## config.mk

```make
export PLATFORM = sky130hd
export DESIGN_NAME = blit_engine
export DESIGN_NICKNAME = d
export VERILOG_FILES = /design/src/rtl/blit_pkg.sv /design/src/rtl/blit_regs.sv /design/src/rtl/blit_walker.sv /design/src/rtl/blit_seq.sv /design/src/rtl/blit_engine.sv
export SDC_FILE = /design/constraint.sdc
export NUM_CORES = 1
export LEC_CHECK = 0
export BUFFER_PORTS_ARGS = -buffer_cell sky130_fd_sc_hd__buf_2
export CAP_MARGIN = 10
export CORE_MARGIN = 3
export CORE_UTILIZATION = 52
export DETAILED_ROUTE_END_ITERATION = 12
export PLACE_DENSITY = 0.69
export SLEW_MARGIN = 20
export SYNTH_ARGS = -nofsm -noshare
export SYNTH_HDL_FRONTEND = slang
export SYNTH_HIERARCHICAL = 1
export SYNTH_SLANG_ARGS = --single-unit
```

## constraint.sdc

```tcl
create_clock -name clk -period 5.7 [get_ports clk]
set_clock_uncertainty 0.05 [all_clocks]
set_input_delay 0.285 -clock clk [delete_from_list [all_inputs] [get_ports clk]]
set_output_delay 0.285 -clock clk [all_outputs]
set_load 0.02 [all_outputs]
```

## src/rtl/blit_pkg.sv

```systemverilog
package blit_pkg;
   // register byte offsets (software decodes these)
   localparam logic [7:0] OFS_SRC    = 8'h00;
   localparam logic [7:0] OFS_SRC2   = 8'h04;
   localparam logic [7:0] OFS_SPITCH = 8'h08;
   localparam logic [7:0] OFS_DST    = 8'h0C;
   localparam logic [7:0] OFS_SIZE   = 8'h10;
   localparam logic [7:0] OFS_DPITCH = 8'h14;
   localparam logic [7:0] OFS_COLOUR = 8'h18;
   localparam logic [7:0] OFS_BMASK  = 8'h20;
   localparam logic [7:0] OFS_WMASK  = 8'h24;
   localparam logic [7:0] OFS_CTRL   = 8'h28;
   localparam logic [7:0] OFS_STAT   = 8'h90;

   localparam int CTL_COPY = 0;
   localparam int CTL_FILL = 6;
   localparam int CTL_DESC = 7;
   localparam int ST_NOACC = 7;
   localparam int ST_RUN   = 6;

   typedef enum logic [1:0] {S_IDLE, S_FILL, S_RD, S_WR} seq_t;
endpackage

```

## src/rtl/blit_regs.sv

```systemverilog
module blit_regs
   import blit_pkg::*;
#(
   parameter int DW = 32
) (
   input  logic          clk,
   input  logic          rst_n,
   input  logic          we,
   input  logic [7:0]    addr,
   input  logic [DW-1:0] wdata,
   input  logic          busy,
   output logic [DW-1:0] src,
   output logic [DW-1:0] dst,
   output logic [DW-1:0] spitch,
   output logic [DW-1:0] dpitch,
   output logic [DW-1:0] size,
   output logic [DW-1:0] colour,
   output logic [DW-1:0] bmask,
   output logic [DW-1:0] rdata,
   output logic          go,
   output logic          go_fill,
   output logic          go_desc
);
   logic [DW-1:0] src2, wmask, ctrl;
   logic          accept;

   assign accept  = we && !busy;
   assign go      = accept && addr == OFS_CTRL && (wdata[CTL_COPY] || wdata[CTL_FILL]);
   assign go_fill = wdata[CTL_FILL];
   assign go_desc = wdata[CTL_DESC];

   always_ff @(posedge clk or negedge rst_n) begin
      if (!rst_n) begin
         src <= '0; src2 <= '0; spitch <= '0; dst <= '0; size <= '0;
         dpitch <= '0; colour <= '0; bmask <= '0; wmask <= '0; ctrl <= '0;
      end else if (accept) begin
         case (addr)
            OFS_SRC:    src    <= wdata;
            OFS_SRC2:   src2   <= wdata;
            OFS_SPITCH: spitch <= wdata;
            OFS_DST:    dst    <= wdata;
            OFS_SIZE:   size   <= wdata;
            OFS_DPITCH: dpitch <= wdata;
            OFS_COLOUR: colour <= wdata;
            OFS_BMASK:  bmask  <= wdata;
            OFS_WMASK:  wmask  <= wdata;
            OFS_CTRL:   ctrl   <= wdata;
            default: ;
         endcase
      end
   end

   always_comb begin
      rdata = '0;
      case (addr)
         OFS_SRC:    rdata = src;
         OFS_SRC2:   rdata = src2;
         OFS_SPITCH: rdata = spitch;
         OFS_DST:    rdata = dst;
         OFS_SIZE:   rdata = size;
         OFS_DPITCH: rdata = dpitch;
         OFS_COLOUR: rdata = colour;
         OFS_BMASK:  rdata = bmask;
         OFS_WMASK:  rdata = wmask;
         OFS_CTRL:   rdata = ctrl;
         OFS_STAT: begin
            rdata[ST_NOACC] = busy;
            rdata[ST_RUN]   = busy;
         end
         default: ;
      endcase
   end
endmodule

```

## src/rtl/blit_walker.sv

```systemverilog
module blit_walker #(
   parameter int AW = 16,
   parameter int CW = 16
) (
   input  logic          clk,
   input  logic          rst_n,
   input  logic          load,
   input  logic          step,
   input  logic          desc,
   input  logic [AW-1:0] src0,
   input  logic [AW-1:0] dst0,
   input  logic [CW-1:0] spitch,
   input  logic [CW-1:0] dpitch,
   input  logic [CW-1:0] rows_m1,
   input  logic [CW-1:0] width_f,
   output logic [AW-1:0] src_a,
   output logic [AW-1:0] dst_a,
   output logic          last
);
   logic [AW-1:0]        row_s, row_d, sp_q, dp_q, sp_ext, dp_ext;
   logic [CW-1:0]        col, row, wid_q, wid_ld;
   logic                 desc_q;
   logic signed [31:0]   sp_w, dp_w;

   assign sp_w   = 32'($signed(spitch));
   assign dp_w   = 32'($signed(dpitch));
   assign sp_ext = sp_w[AW-1:0];
   assign dp_ext = dp_w[AW-1:0];
   assign wid_ld = desc ? (CW'(0) - width_f) : width_f;
   assign last   = (col == '0) && (row == '0);

   always_ff @(posedge clk or negedge rst_n) begin
      if (!rst_n) begin
         row_s <= '0; row_d <= '0; src_a <= '0; dst_a <= '0;
         sp_q <= '0; dp_q <= '0; col <= '0; row <= '0; wid_q <= '0; desc_q <= 1'b0;
      end else if (load) begin
         row_s <= src0; src_a <= src0;
         row_d <= dst0; dst_a <= dst0;
         sp_q <= sp_ext; dp_q <= dp_ext;
         col <= wid_ld; wid_q <= wid_ld;
         row <= rows_m1; desc_q <= desc;
      end else if (step && !last) begin
         if (col == '0) begin
            row_s <= row_s + sp_q; src_a <= row_s + sp_q;
            row_d <= row_d + dp_q; dst_a <= row_d + dp_q;
            col   <= wid_q;
            row   <= row - 1'b1;
         end else begin
            src_a <= desc_q ? src_a - 1'b1 : src_a + 1'b1;
            dst_a <= desc_q ? dst_a - 1'b1 : dst_a + 1'b1;
            col   <= col - 1'b1;
         end
      end
   end
endmodule

```

## src/rtl/blit_seq.sv

```systemverilog
module blit_seq
   import blit_pkg::*;
(
   input  logic clk,
   input  logic rst_n,
   input  logic go,
   input  logic go_fill,
   input  logic last,
   output seq_t state,
   output logic step,
   output logic busy,
   output logic done
);
   assign step = (state == S_FILL) || (state == S_WR);
   assign busy = (state != S_IDLE);

   always_ff @(posedge clk or negedge rst_n) begin
      if (!rst_n) begin
         state <= S_IDLE;
         done  <= 1'b0;
      end else begin
         done <= step && last;
         case (state)
            S_IDLE: if (go) state <= go_fill ? S_FILL : S_RD;
            S_FILL: if (last) state <= S_IDLE;
            S_RD:   state <= S_WR;
            S_WR:   state <= last ? S_IDLE : S_RD;
            default: state <= S_IDLE;
         endcase
      end
   end
endmodule

```

## src/rtl/blit_engine.sv

```systemverilog
module blit_engine
   import blit_pkg::*;
#(
   parameter int AW       = 16,
   parameter bit LANE_SEL = 1'b1
) (
   input  logic          clk,
   input  logic          rst_n,
   input  logic          reg_we,
   input  logic [7:0]    reg_addr,
   input  logic [31:0]   reg_wdata,
   output logic [31:0]   reg_rdata,
   output logic          mem_en,
   output logic          mem_we,
   output logic [AW-1:0] mem_addr,
   output logic [7:0]    mem_wdata,
   input  logic [7:0]    mem_rdata,
   output logic          done
);
   localparam int DW = 32;
   localparam int CW = DW / 2;

   if (AW < 8 || AW > DW) begin : g_bad_aw
      $error("blit_engine: AW must lie in 8..32");
   end

   logic [DW-1:0] src, dst, spitch, dpitch, size, colour, bmask;
   logic          go, go_fill, go_desc, busy, step, last, copy_run;
   logic [AW-1:0] src_a, dst_a;
   logic [7:0]    fill_byte;
   seq_t          state;
   logic [DW-1:0] dst_base;

   blit_regs #(.DW(DW)) u_regs (
      .clk(clk), .rst_n(rst_n), .we(reg_we), .addr(reg_addr), .wdata(reg_wdata),
      .busy(busy), .src(src), .dst(dst), .spitch(spitch), .dpitch(dpitch),
      .size(size), .colour(colour), .bmask(bmask), .rdata(reg_rdata),
      .go(go), .go_fill(go_fill), .go_desc(go_desc)
   );

   blit_walker #(.AW(AW), .CW(CW)) u_walk (
      .clk(clk), .rst_n(rst_n), .load(go), .step(step), .desc(go_desc),
      .src0(src[AW-1:0]), .dst0(dst[AW-1:0]),
      .spitch(spitch[CW-1:0]), .dpitch(dpitch[CW-1:0]),
      .rows_m1(size[DW-1:CW]), .width_f(size[CW-1:0]),
      .src_a(src_a), .dst_a(dst_a), .last(last)
   );

   blit_seq u_seq (
      .clk(clk), .rst_n(rst_n), .go(go), .go_fill(go_fill), .last(last),
      .state(state), .step(step), .busy(busy), .done(done)
   );

   if (LANE_SEL) begin : g_lane
      logic [1:0] lane;
      assign lane      = dst_a[1:0];
      assign fill_byte = colour[8*lane +: 8] & bmask[8*lane +: 8];
   end else begin : g_low
      assign fill_byte = colour[7:0] & bmask[7:0];
   end

   assign copy_run  = (state == S_RD) || (state == S_WR);
   assign dst_base  = dst;
   assign mem_en    = busy;
   assign mem_we    = step;
   assign mem_addr  = (state == S_RD) ? src_a : dst_a;
   assign mem_wdata = (state == S_FILL) ? fill_byte : mem_rdata;
endmodule

```

# Yosys cells after proc, flatten, opt, wreduce, memory -nomap -nowiden
# Cells that the tools add are included.
op_classes:
  n_addsub: 9
  mul: 0
  div_mod_pow: 0
  order_cmp: 0
  eq_ne: 15
  shifts: 2
  mux: 31
  bitwise_logic: 1
  reduce_logical: 29
ops:
  columns: ["op", "count"]
  rows:
  - ["two-way mux 16 bit", 22]
  - ["one-hot mux 24 bit (10 select lines)", 1]
  - ["indexed part select 32 x 6 -> 8 bit", 2]
  - ["subtractor 16 x 1 -> 16 bit (second input constant)", 4]
  - ["one-hot mux 6 bit (10 select lines)", 1]
  - ["adder 16 x 1 -> 16 bit (second input constant)", 2]
  - ["adder 16 bit", 2]
  - ["logical NOT 16 bit", 2]
  - ["== test 8 x 5 -> 1 bit (second input constant)", 3]
  - ["== test 8 x 6 -> 1 bit (second input constant)", 3]
  - ["AND reduction 2 bit", 12]
  - ["one-hot mux 2 bit (11 select lines)", 1]
  - ["== test 8 x 4 -> 1 bit (second input constant)", 2]
  - ["subtractor 1 x 16 -> 16 bit (first input constant)", 1]
  - ["bitwise AND 8 bit", 1]
  - ["== test 8 x 3 -> 1 bit (second input constant)", 1]
  - ["== test 8 bit (second input constant)", 1]
  - ["logical NOT 8 bit", 1]
  - ["two-way mux 2 bit", 4]
  - ["two-way mux 8 bit", 1]
  - ["one-hot mux 2 bit (4 select lines)", 1]
  - ["logical AND 1 bit", 6]
  - ["nonzero test 2 bit", 3]
  - ["== test 2 bit (second input constant)", 2]
  - ["6 further kinds", 8]
word_totals:
  reg_bits: 468
  latchBits: 0
  ramBits: 0
  romBits: 0
  inputBits: 51
  wordCells: 109
  mem_count: 0

# Depth between registers and ports, before layout
logic_depth:
  depth_word: 7
  mapped_depth: 13
  depth_no_buf: 10

# By module
# The synthesis kept the hierarchy.
modules_own_cells:
  columns: ["module", "n_inst", "cells_each", "area_each_um2", "seq_area_each_um2"]
  rows:
  - ["blit_regs", 1, 1129, 14881.8, 8007.7]
  - ["blit_walker", 1, 1086, 9964.6, 3628.5]
  - ["blit_engine", 1, 76, 623.1, 0.0]
  - ["blit_seq", 1, 11, 131.4, 75.1]

# Worst setup path after synthesis
# No wires, ideal clock.
synth_path:
  kind: "reg-to-reg"
  from: "register u_walk.desc_q"
  to: "register u_walk.dst_a[15]"
  setup_time_ps: 111
  t_arrival_ps: 3053
  slack_ps: 2486
  path_stages_with_launch: 11
  synth_period_minus_slack_ps: 3214
  path_cell_list: "dfrtp_1 -> ha_1 -> buf_6 -> and4_4 -> and3_1 -> a221oi_2 -> o2111ai_2 -> a2111o_1 -> o311ai_2 -> nor4_2 -> a2111oi_2"
synth_via:
  elab_chain_cells: 4
synth_lines:
  columns: ["item", "line_no", "source"]
  rows:
  - ["start: declaration", "blit_walker.sv:22", "logic desc_q;"]
  - ["start signal: assignment", "blit_walker.sv:41", "row <= rows_m1; desc_q <= desc;"]
  - ["two-way mux 16 bit", "blit_walker.sv:50", "dst_a <= desc_q ? dst_a - 1'b1 : dst_a + 1'b1;"]
  - ["two-way mux 16 bit", "blit_walker.sv:43", "if (col == '0) begin"]
  - ["two-way mux 16 bit", "blit_walker.sv:42", "end else if (step && !last) begin"]
  - ["two-way mux 16 bit", "blit_walker.sv:36", "end else if (load) begin"]
  - ["end signal: assignment", "blit_walker.sv:38", "row_d <= dst0; dst_a <= dst0;"]
  - ["end signal: assignment", "blit_walker.sv:45", "row_d <= row_d + dp_q; dst_a <= row_d + dp_q;"]
  - ["end signal: assignment", "blit_walker.sv:50", null]
  - ["end: declaration", "blit_walker.sv:17", "output logic [AW-1:0] dst_a,"]
# No other way between the ends. The select of a mux whose other input is x is not followed.
# A chain may end at the register's enable or synchronous reset.

# Worst setup path in the final report
layout_path:
  from: "input reg_addr[2]"
  to: "output reg_rdata[24]"
layout_via:
  elab_chain_cells: 2
layout_lines:
  columns: ["item", "line_no", "source"]
  rows:
  - ["start: declaration", "blit_engine.sv:10", "input logic [7:0] reg_addr,"]
  - ["== test 8 x 6 -> 1 bit, or another cell as far along", "blit_regs.sv:55", "case (addr)"]
  - ["one-hot mux 24 bit (10 select lines) *", "blit_regs.sv:55", null]
  - ["end: declaration", "blit_engine.sv:12", "output logic [31:0] reg_rdata,"]
# Every way passes the cells marked *; elsewhere a longest branch is shown, timed or not.

==> metrics <==
VDD IR max=0.000262 V; area share of the largest cell type after synthesis=45.7%; GRT Total Usage=30.5%; dominant cell type by area after synthesis=dfrtp_1; Unique masters post-synth=106; Initial Util=53.2%; flops & latches, synth=468; unrepaired setup endpoints after global routing=no; Multi-input gate area=0.0130 sq mm; via/cell ratio=6.58; post-synth net total=2419; CTS Buffer Depth=3; Final min period=3.47 ns; Post-DRT Antenna Nets=0; Crit path arrival time=3.13 ns; TritonCTS buffer count=51; Pwr Density=324 mW/mm^2; leak pwr=13.4 nW; net count of the finished layout=2464; Cells after Synth=2302; WL final=81100 um; hold_buf cts=15; Synth async-reset ratio=100%; wire per inst=26.6 um; largest cells by area after synthesis=dfrtp_1 46%, mux2_2 13%, mux2_1 3.9%; Post-synth top flop=dfrtp_1; Final Setup Violations=0; Hold Vio Cnt, Final=0; H-tree lvl count=2; clk_lat worst skew=0.61 ns; Buffers on Ports=109; Slew Limit Fails=0; # rows=80; die height=228 um; first-pass GRT wire length=123000 um; total negative slack=0 ns; Tightest Pin Transition=1.07 ns; Worst EP required=5.37 ns; drt initial violations=2065; Seq/Total Area, Yosys=45.7%; CP Capture Type=primary output; Hold Path Class=in2reg; Final period util=60.8%; Die Area=0.0519 sq mm; most frequent cells in the layout=468 x dfrtp_1, 289 x mux2_2, 154 x nand2_1; share of layout cells above drive strength 1=25.0%; clk root buf=clkbuf_16; Worst setup SP type=input port; Pwr Total=9.24 mW; # Post-CTS Setup Buffers=0; global route total overflow=0; Post-synth EDFFs=0; DRT Pass-1 Iters=6; Placer Congestion=0.949; post-route DRC violation count=0; Worst-path clk slew=0.06 ns; CTS tree=yes; Post-DP HPWL=55400 um; register area=0.0117 sq mm; Slew headroom=29.0%; ANT cells=0; Placeable Area=0.0481 sq mm; cts repair resizes=0; Fmax=288 MHz; largest net degree at the start of global routing=209; vias in the first global route=19900; Die Wd=228 um; vias=20000; syn_area_per_cell=11.1 sq um; commonest non-fill, non-tap cell in the layout=dfrtp_1; status=completed; max-cap violations=0; initial antenna violation count=4; FILL cells=3984; kind of critical path=in2out; clk sinks=468; cell area after synthesis=0.0256 sq mm; P&R area growth vs syn=11.3%; Ys Warns=6; Critical Path Fanout Max=41; # IOs=110
-- area by class of cell --
cell class	count	share of cell area, %
clock inverters	23	1.03
clock buffers	71	5.13
inverters	34	0.448
well taps	656	2.88
flip-flops and latches	468	41.1
repair buffers	161	3.66
multi-input cells	1631	45.7
-- sequential cells by signal, summed over array words and instances, names as in the netlist, 32 cells and up --
signal,flops
u_regs/src,32
u_regs/spitch,32
u_regs/src2,32
u_regs/dpitch,32
u_regs/size,32
u_regs/wmask,32
u_regs/colour,32
u_regs/dst,32
u_regs/ctrl,32
u_regs/bmask,32
-- Yosys cell counts (all sizes together) (12+ instances only) --
library cell  count
nand3b           12
a22o             16
clkbuf           68
ha               62
o21a             12
mux2i            70
and3             15
or3              14
xnor2            54
o221ai           15
o22ai            20
buf             101
inv              33
mux2            377
nand3            41
nor2            101
xor2             23
nor2b            16
or2              15
nor3             37
a32oi            12
a211oi           20
o21ai           132
dfrtp           468
and3b            14
nand2           161
a31oi            33
a21o             29
a21oi            95
a22oi            54
-- metrics by stage --
step	setup WS [ns]	util [%]	std cells	area, sq um	hold slack (ns)
finish	2.23	59.2	3044	28500	0.0211
global route	2.06	59.2	3044	28500	0.0342
CTS	2.29	59.1	3043	28500	0.000809
detailed placement	2.28	55.2	2934	26600	0.286
global placement	2.36	55.1	2934	26500	0.293
floorplan	2.49	-	2302	25600	-0.0606
-- critical path, cell delays in order --
cell,delay (ns)
buf_4,0.47
buf_4,0.55
nor4_2,0.09
buf_4,0.23
nand2_1,0.51
o32ai_1,0.16
or4_1,0.58
buf_2,0.19
-- layer usage --
metal	part of all wire [%]	global-route usage (%)	vias up	routed length, um
met5	0.051	0	-	41
met4	4.1	11.8	6	3320
met3	9.1	5.90	206	7400
met2	45	47.6	1001	36400
met1	42	42.5	10200	33900
li1	-	-	8575	-
-- power breakdown --
part,total [mW],internal (mW),leakage (nW),switching (mW)
logic,2.08,0.856,6.42,1.22
registers,3.70,3.49,6.14,0.210
clock network,3.46,2.07,0.865,1.40
-- path summary, 6_finish.rpt --
check / from / end / slack [ns] / cells after the start
max: reg_addr[2] / reg_rdata[24] / 2.23 / 8
min: reg_wdata[17] / u_regs/bmask[17] / 0.02 / 2
max reg2reg: u_walk/desc_q / u_walk/dst_a[15] / 2.26 / 9
min reg2reg: u_walk/wid_q[2] / u_walk/wid_q[2] / 0.43 / 1
max in group asynchronous: rst_n / u_walk/dst_a[8] / 3.86 / 4
min in group asynchronous: rst_n / u_walk/col[11] / 0.24 / 2
-- cell families after synthesis --
| family | after synthesis | share of synthesized area [%] |
|---|---|---|
| xor gates and xnor gates | 78 | 2.72 |
| and+or+nand+nor | 496 | 10.2 |
| AOI/OAI and AO/OA | 533 | 14.0 |
| buffers and inverters | 203 | 3.72 |
| DFF | 468 | 45.7 |
| muxes | 458 | 20.3 |
| adders and majority gates | 66 | 3.34 |
No activity file was read; power rests on OpenSTA's default activity.
